### src/rtl/hsk_xfer_ctrl.sv
module hsk_xfer_ctrl #(
  parameter int RX_DEPTH = 16,
  parameter int TX_DEPTH = 16
) (
  input  logic                          clk,
  input  logic                          rst_n,
  input  logic                          treq_n,
  input  logic                          sr_done,
  input  logic [7:0]                    sr_rx_byte,
  output logic [7:0]                    sr_tx_byte,
  output logic                          sr_tx_load,
  output logic                          sr_out_dir,
  output logic                          tip_n,
  output logic                          tack,
  output logic                          rx_done,
  output logic [$clog2(RX_DEPTH+1)-1:0] rx_len,
  input  logic [$clog2(RX_DEPTH)-1:0]   rx_rd_idx,
  output logic [7:0]                    rx_rd_data,
  input  logic                          tx_wr_en,
  input  logic [$clog2(TX_DEPTH)-1:0]   tx_wr_idx,
  input  logic [7:0]                    tx_wr_data,
  input  logic                          tx_commit,
  input  logic [$clog2(TX_DEPTH+1)-1:0] tx_commit_len,
  input  logic                          ap_req,
  input  logic                          ap_enable
);
  localparam int RXIW = $clog2(RX_DEPTH);
  localparam int RXCW = $clog2(RX_DEPTH+1);
  localparam int TXIW = $clog2(TX_DEPTH);
  localparam int TXCW = $clog2(TX_DEPTH+1);

  typedef enum logic [2:0] {S_LISTEN, S_RECV, S_REND, S_SSTART, S_SEND} st_t;

  st_t             st;
  logic [7:0]      rxb [RX_DEPTH];
  logic [7:0]      txb [TX_DEPTH];
  logic [RXCW-1:0] rx_cnt;
  logic [TXCW-1:0] tx_cnt;
  logic [TXCW-1:0] tx_idx;

  wire tx_idle  = (tx_cnt == '0);
  wire send_go  = (st == S_LISTEN) && !sr_done && !tx_idle && treq_n;
  wire rx_store = sr_done && (st == S_RECV) && (rx_cnt < RXCW'(RX_DEPTH));

  assign rx_rd_data = rxb[rx_rd_idx];

  always_ff @(posedge clk) begin
    if (rx_store) rxb[rx_cnt[RXIW-1:0]] <= sr_rx_byte;
  end

  always_ff @(posedge clk) begin
    if (tx_idle) begin
      if (ap_req) begin
        txb[TXIW'(0)] <= 8'h01;
        txb[TXIW'(1)] <= 8'h01;
        txb[TXIW'(2)] <= {7'b0, ap_enable};
      end else if (tx_wr_en) begin
        txb[tx_wr_idx] <= tx_wr_data;
      end
    end
  end

  always_ff @(posedge clk or negedge rst_n) begin
    if (!rst_n) begin
      st         <= S_LISTEN;
      tip_n      <= 1'b1;
      tack       <= 1'b1;
      sr_out_dir <= 1'b0;
      sr_tx_byte <= '0;
      sr_tx_load <= 1'b0;
      rx_cnt     <= '0;
      rx_len     <= '0;
      rx_done    <= 1'b0;
      tx_cnt     <= '0;
      tx_idx     <= '0;
    end else begin
      rx_done    <= 1'b0;
      sr_tx_load <= 1'b0;
      if (tx_idle) begin
        if (ap_req)         tx_cnt <= TXCW'(3);
        else if (tx_commit) tx_cnt <= tx_commit_len;
      end
      if (send_go) begin
        sr_out_dir <= 1'b1;
        sr_tx_byte <= txb[TXIW'(0)];
        sr_tx_load <= 1'b1;
        tip_n      <= 1'b0;
        st         <= S_SSTART;
      end else if (sr_done) begin
        case (st)
          S_LISTEN: if (!treq_n) begin
            tip_n <= 1'b0;
            st    <= S_RECV;
          end
          S_RECV: begin
            if (rx_store) rx_cnt <= rx_cnt + RXCW'(1);
            if (!treq_n) tack <= ~tack;
            else begin
              tack  <= 1'b1;
              tip_n <= 1'b1;
              st    <= S_REND;
            end
          end
          S_REND: begin
            rx_done <= 1'b1;
            rx_len  <= rx_cnt;
            rx_cnt  <= '0;
            if (!treq_n) begin
              tip_n <= 1'b0;
              st    <= S_RECV;
            end else begin
              st <= S_LISTEN;
            end
          end
          S_SSTART: if (!treq_n) begin
            sr_out_dir <= 1'b0;
            tip_n      <= 1'b1;
            tack       <= 1'b1;
            st         <= S_LISTEN;
          end else begin
            sr_tx_byte <= txb[TXIW'(1)];
            sr_tx_load <= 1'b1;
            tack       <= ~tack;
            tx_idx     <= TXCW'(2);
            st         <= S_SEND;
          end
          S_SEND: if (tx_idx < tx_cnt) begin
            sr_tx_byte <= txb[tx_idx[TXIW-1:0]];
            sr_tx_load <= 1'b1;
            tx_idx     <= tx_idx + TXCW'(1);
            tack       <= ~tack;
          end else begin
            tx_cnt     <= '0;
            tx_idx     <= '0;
            sr_out_dir <= 1'b0;
            tack       <= 1'b1;
            tip_n      <= 1'b1;
            st         <= S_LISTEN;
          end
          default: st <= S_LISTEN;
        endcase
      end
    end
  end

  a_r2_spurious_ignored: assert property (@(posedge clk) disable iff (!rst_n)
    (st == S_LISTEN && sr_done && treq_n) |=> (st == S_LISTEN && tip_n && !sr_tx_load));

  a_r3_rx_holds_tip: assert property (@(posedge clk) disable iff (!rst_n)
    (st == S_RECV) |-> (!tip_n && !sr_out_dir));

  a_r6_len_bounded: assert property (@(posedge clk) disable iff (!rst_n)
    rx_done |-> (rx_len <= RXCW'(RX_DEPTH)));

  a_r8_send_launch: assert property (@(posedge clk) disable iff (!rst_n)
    (st == S_LISTEN && !sr_done && !tx_idle && treq_n) |=> (st == S_SSTART && sr_tx_load && sr_out_dir && !tip_n));

  a_r8_send_lines: assert property (@(posedge clk) disable iff (!rst_n)
    (st == S_SSTART || st == S_SEND) |-> (sr_out_dir && !tip_n && !tx_idle));

  a_r10_tack_flips: assert property (@(posedge clk) disable iff (!rst_n)
    (st == S_SEND && sr_done && tx_idx < tx_cnt) |=> (tack != $past(tack) && sr_tx_load));

  a_r11_collision_keeps: assert property (@(posedge clk) disable iff (!rst_n)
    (st == S_SSTART && sr_done && !treq_n) |=> (st == S_LISTEN && tip_n && tack && !sr_out_dir && tx_cnt == $past(tx_cnt)));

  a_r5_done_single: assert property (@(posedge clk) disable iff (!rst_n)
    rx_done |=> !rx_done);
endmodule

### config.mk
export PLATFORM = sky130hd
export DESIGN_NAME = hsk_xfer_ctrl
export DESIGN_NICKNAME = d
export VERILOG_FILES = /design/src/rtl/hsk_xfer_ctrl.sv
export SDC_FILE = /design/constraint.sdc
export NUM_CORES = 1
export LEC_CHECK = 0
export BUFFER_PORTS_ARGS = -buffer_cell sky130_fd_sc_hd__buf_2
export CORE_ASPECT_RATIO = 0.6
export CORE_MARGIN = 1.5
export CORE_UTILIZATION = 40
export DETAILED_ROUTE_END_ITERATION = 10
export RECOVER_POWER = 25
export SYNTH_ARGS = -nofsm -noshare
export SYNTH_HDL_FRONTEND = slang
export SYNTH_SLANG_ARGS = --single-unit
### constraint.sdc
create_clock -name clk -period 3.5 [get_ports clk]
set_input_delay 0.175 -clock clk [delete_from_list [all_inputs] [get_ports clk]]
set_output_delay 0.175 -clock clk [all_outputs]
set_load 0.1 [all_outputs]
==> impl_metrics.toml <==
[status]
status = "finished clean"

[timing]
rsz0062_at_grt = "false"
setup_violations = 0
slew_violations = 0
fin_skew_ns = 0.01019
slew_headroom = 0.3752
hold_violations = 0
max_freq_ghz = 0.3914
post-route-min-period_ns = 2.555
period_share = 0.7299
worstMarginPinSlew_ns = 0.9372
finalSetupTns_ns = 0

[power]
powerDensity_nw_per_um2 = 681.3
ir_drop_mv = 0.2756
p_leak_uw = 0.004606

[logic_synthesis]
postSynthAreaPerCell_sq_um = 18.39
synth_area_sq_um = 12010
syn-num-nets = 699
yosysSeqAreaShare = 0.7155
yosys_register_bits = 292
ys_warn_count = 0
ys_async_sr_fraction = 0.1233
synth_flop_cell = "edfxtp_1"
synth_edf_count = 256
netlist_instances = 653
synth_cell_types = 56

[global_route]
grt_max_degree = 37
grt_pass1_wl_mm = 42.29
grt_pass1_vias = 6338
grt-ovfl-total = 0
antenna_found_initial = 1
grt_use_total = 0.1899

[worst_setup_path]
slowest_stage = "nor2_1"
critical_path_buf_inv_count = 1
crit_fanout = 12
path_delay_family = "simple AND/OR/NAND/NOR gates"
crit_chain = "or4_1 -> nor2_1 -> buf_4 -> nand4_1 -> nor2_1"
critical-path-max-stage-delay_ns = 0.68
crit_required_ns = 3.67
ff2ff_path_depth = 5
crit_top_cell = "nor2_1"
critical_path_class = "flop to flop"
crit_arrival_ns = 2.73
critPathCaptureType = "flop"
cp_num_cells = 5
startpoint_type = "flop"

[clock_network]
postCtsSetupRepairBufs = 0
ctsHtreeMaxLevel = 1
cts_tree = "yes"
clkSinkCount = 292
numCtsBuffers = 28
root_buffer = "clkbuf_16"
clk_pin_slew_worst_paths_ns = 0.06
insertion_delay_ns = 0.54
cts_resized = 0
hold_buffers = 6
ctsLongestPathBuffers = 3

[finish]
drive_gt1_frac = 0.2507
layout_common_cells = "256 x edfxtp_1, 72 x mux4_2, 50 x buf_2"
diodes = 0
regArea_sq_um = 8592
multi_input_area_sq_um = 3193
fin_util = 0.4677
fillers = 2444
nNetsFinal = 770
syn_to_final_growth_pct = 13.47
mostFrequentLayoutCell = "edfxtp_1"

[die]
io-pin-count = 63
die_w_microns = 226.7
die_h_microns = 137.2
core_sq_um = 29130
fp-row-count = 48
start_util = 0.4122
die_area_sq_um = 31100

[placed_design]
numPortBuffers = 62
dp_hpwl_mm = 19.68
routabilityCongestion = 0.8708

[run]
max-cap-violations = 0

[worst_hold_path]
holdPathStages = 4
hp-class = "input port to flop"

[route]
routed_wirelength_mm = 28.52
vias_per_cell = 5.494
drc = 0
dr.pass1.iters = 5
first_iter_violations = 751
wl_per_cell_microns = 24.88
vias = 6296
postRouteAntennaNets = 0
metal layers:
metal	GRT usage	vias to the layer above	part of all wire
met5	0	-	0
met4	0.03407	0	0.013
met3	0.05801	30	0.088
met2	0.2460	219	0.40
met1	0.3099	3300	0.50
li1	-	2747	-
sequential cells by signal, indices dropped and copies added, names as in the netlist:
name / count
rx_cnt: 5
rx_done: 1
rx_len: 5
rxb: 128
sr_out_dir: 1
sr_tx_byte: 8
sr_tx_load: 1
st: 3
tack: 1
tip_n: 1
tx_cnt: 5
tx_idx: 5
txb: 128
path summary, 6_finish.rpt:
path / slack [ns] / start / endpoint
worst max-delay path: 0.95 / tx_cnt[0]$_DFF_PN0_ / txb[11][0]$_DFFE_PP_
worst min-delay path: 0.06 / tx_commit / tx_cnt[0]$_DFF_PN0_
worst max register to register: 0.95 / tx_cnt[0]$_DFF_PN0_ / txb[11][0]$_DFFE_PP_
worst min register to register: 0.48 / tip_n$_DFFE_PN1P_ / tip_n$_DFFE_PN1P_
max in group asynchronous: 2.52 / rst_n / tx_idx[0]$_DFFE_PN0P_
min in group asynchronous: 0.34 / rst_n / tx_cnt[3]$_DFF_PN0_
cell usage after synthesis (9+ instances only):
master / number / share of area
a21oi_1: 9 / 0.0038
ha_1: 9 / 0.0094
buf_2: 13 / 0.0054
nor2_1: 30 / 0.0094
edfxtp_1: 256 / 0.64
nand3_1: 12 / 0.0050
a22oi_1: 24 / 0.015
clkbuf_1: 15 / 0.0047
dfrtp_1: 34 / 0.071
nand2b_1: 9 / 0.0047
nand2_1: 22 / 0.0069
inv_1: 18 / 0.0056
mux4_2: 72 / 0.14
and2_1: 39 / 0.020
metrics by stage:
step	setup WS [ns]	total power [uW]	cells	instance area [sq um]	hold slack [ns]
2_1_floorplan	1.084	5874	653	12010	-0.1206
3_3_place_gp	1.000	6453	1088	12720	0.3525
3_5_place_dp	0.9165	6491	1088	12720	0.3777
4_1_cts	0.8989	9343	1146	13640	0.008291
5_1_grt	0.7320	9636	1146	13620	0.06774
6_report	0.9452	9282	1146	13620	0.05500
final cells by class:
cell class / instances / area share
multi-input combinational: 308 / 0.2344
inverter: 18 / 0.004959
timing repair buffer: 76 / 0.03049
clock buffer: 35 / 0.05492
tap: 400 / 0.03673
sequential: 292 / 0.6306
clock inverter: 17 / 0.007898
power by group:
group	switching [uW]	internal (uW)
combinational	1550	646
clock	1280	1590
sequential	206	4010
total	3040	6240
cells by family after synthesis:
group,Yosys count,share of synthesized area
xor gates and xnor gates,5,0.003648
AOI/OAI and AO/OA,70,0.04335
DFF,292,0.7155
muxes,80,0.1425
and+or+nand+nor,144,0.06617
buffers and inverters,53,0.01949
adders and majority gates,9,0.009379
worst min-delay path, delay by kind of cell:
kind | cells | cell delay (ns)
AO/OA/AOI/OAI | 2 | 0.18
AND/OR/NAND/NOR | 1 | 0.09
buffers and inverters | 1 | 0.11
Note: power is estimated with default switching activity, not from simulation.
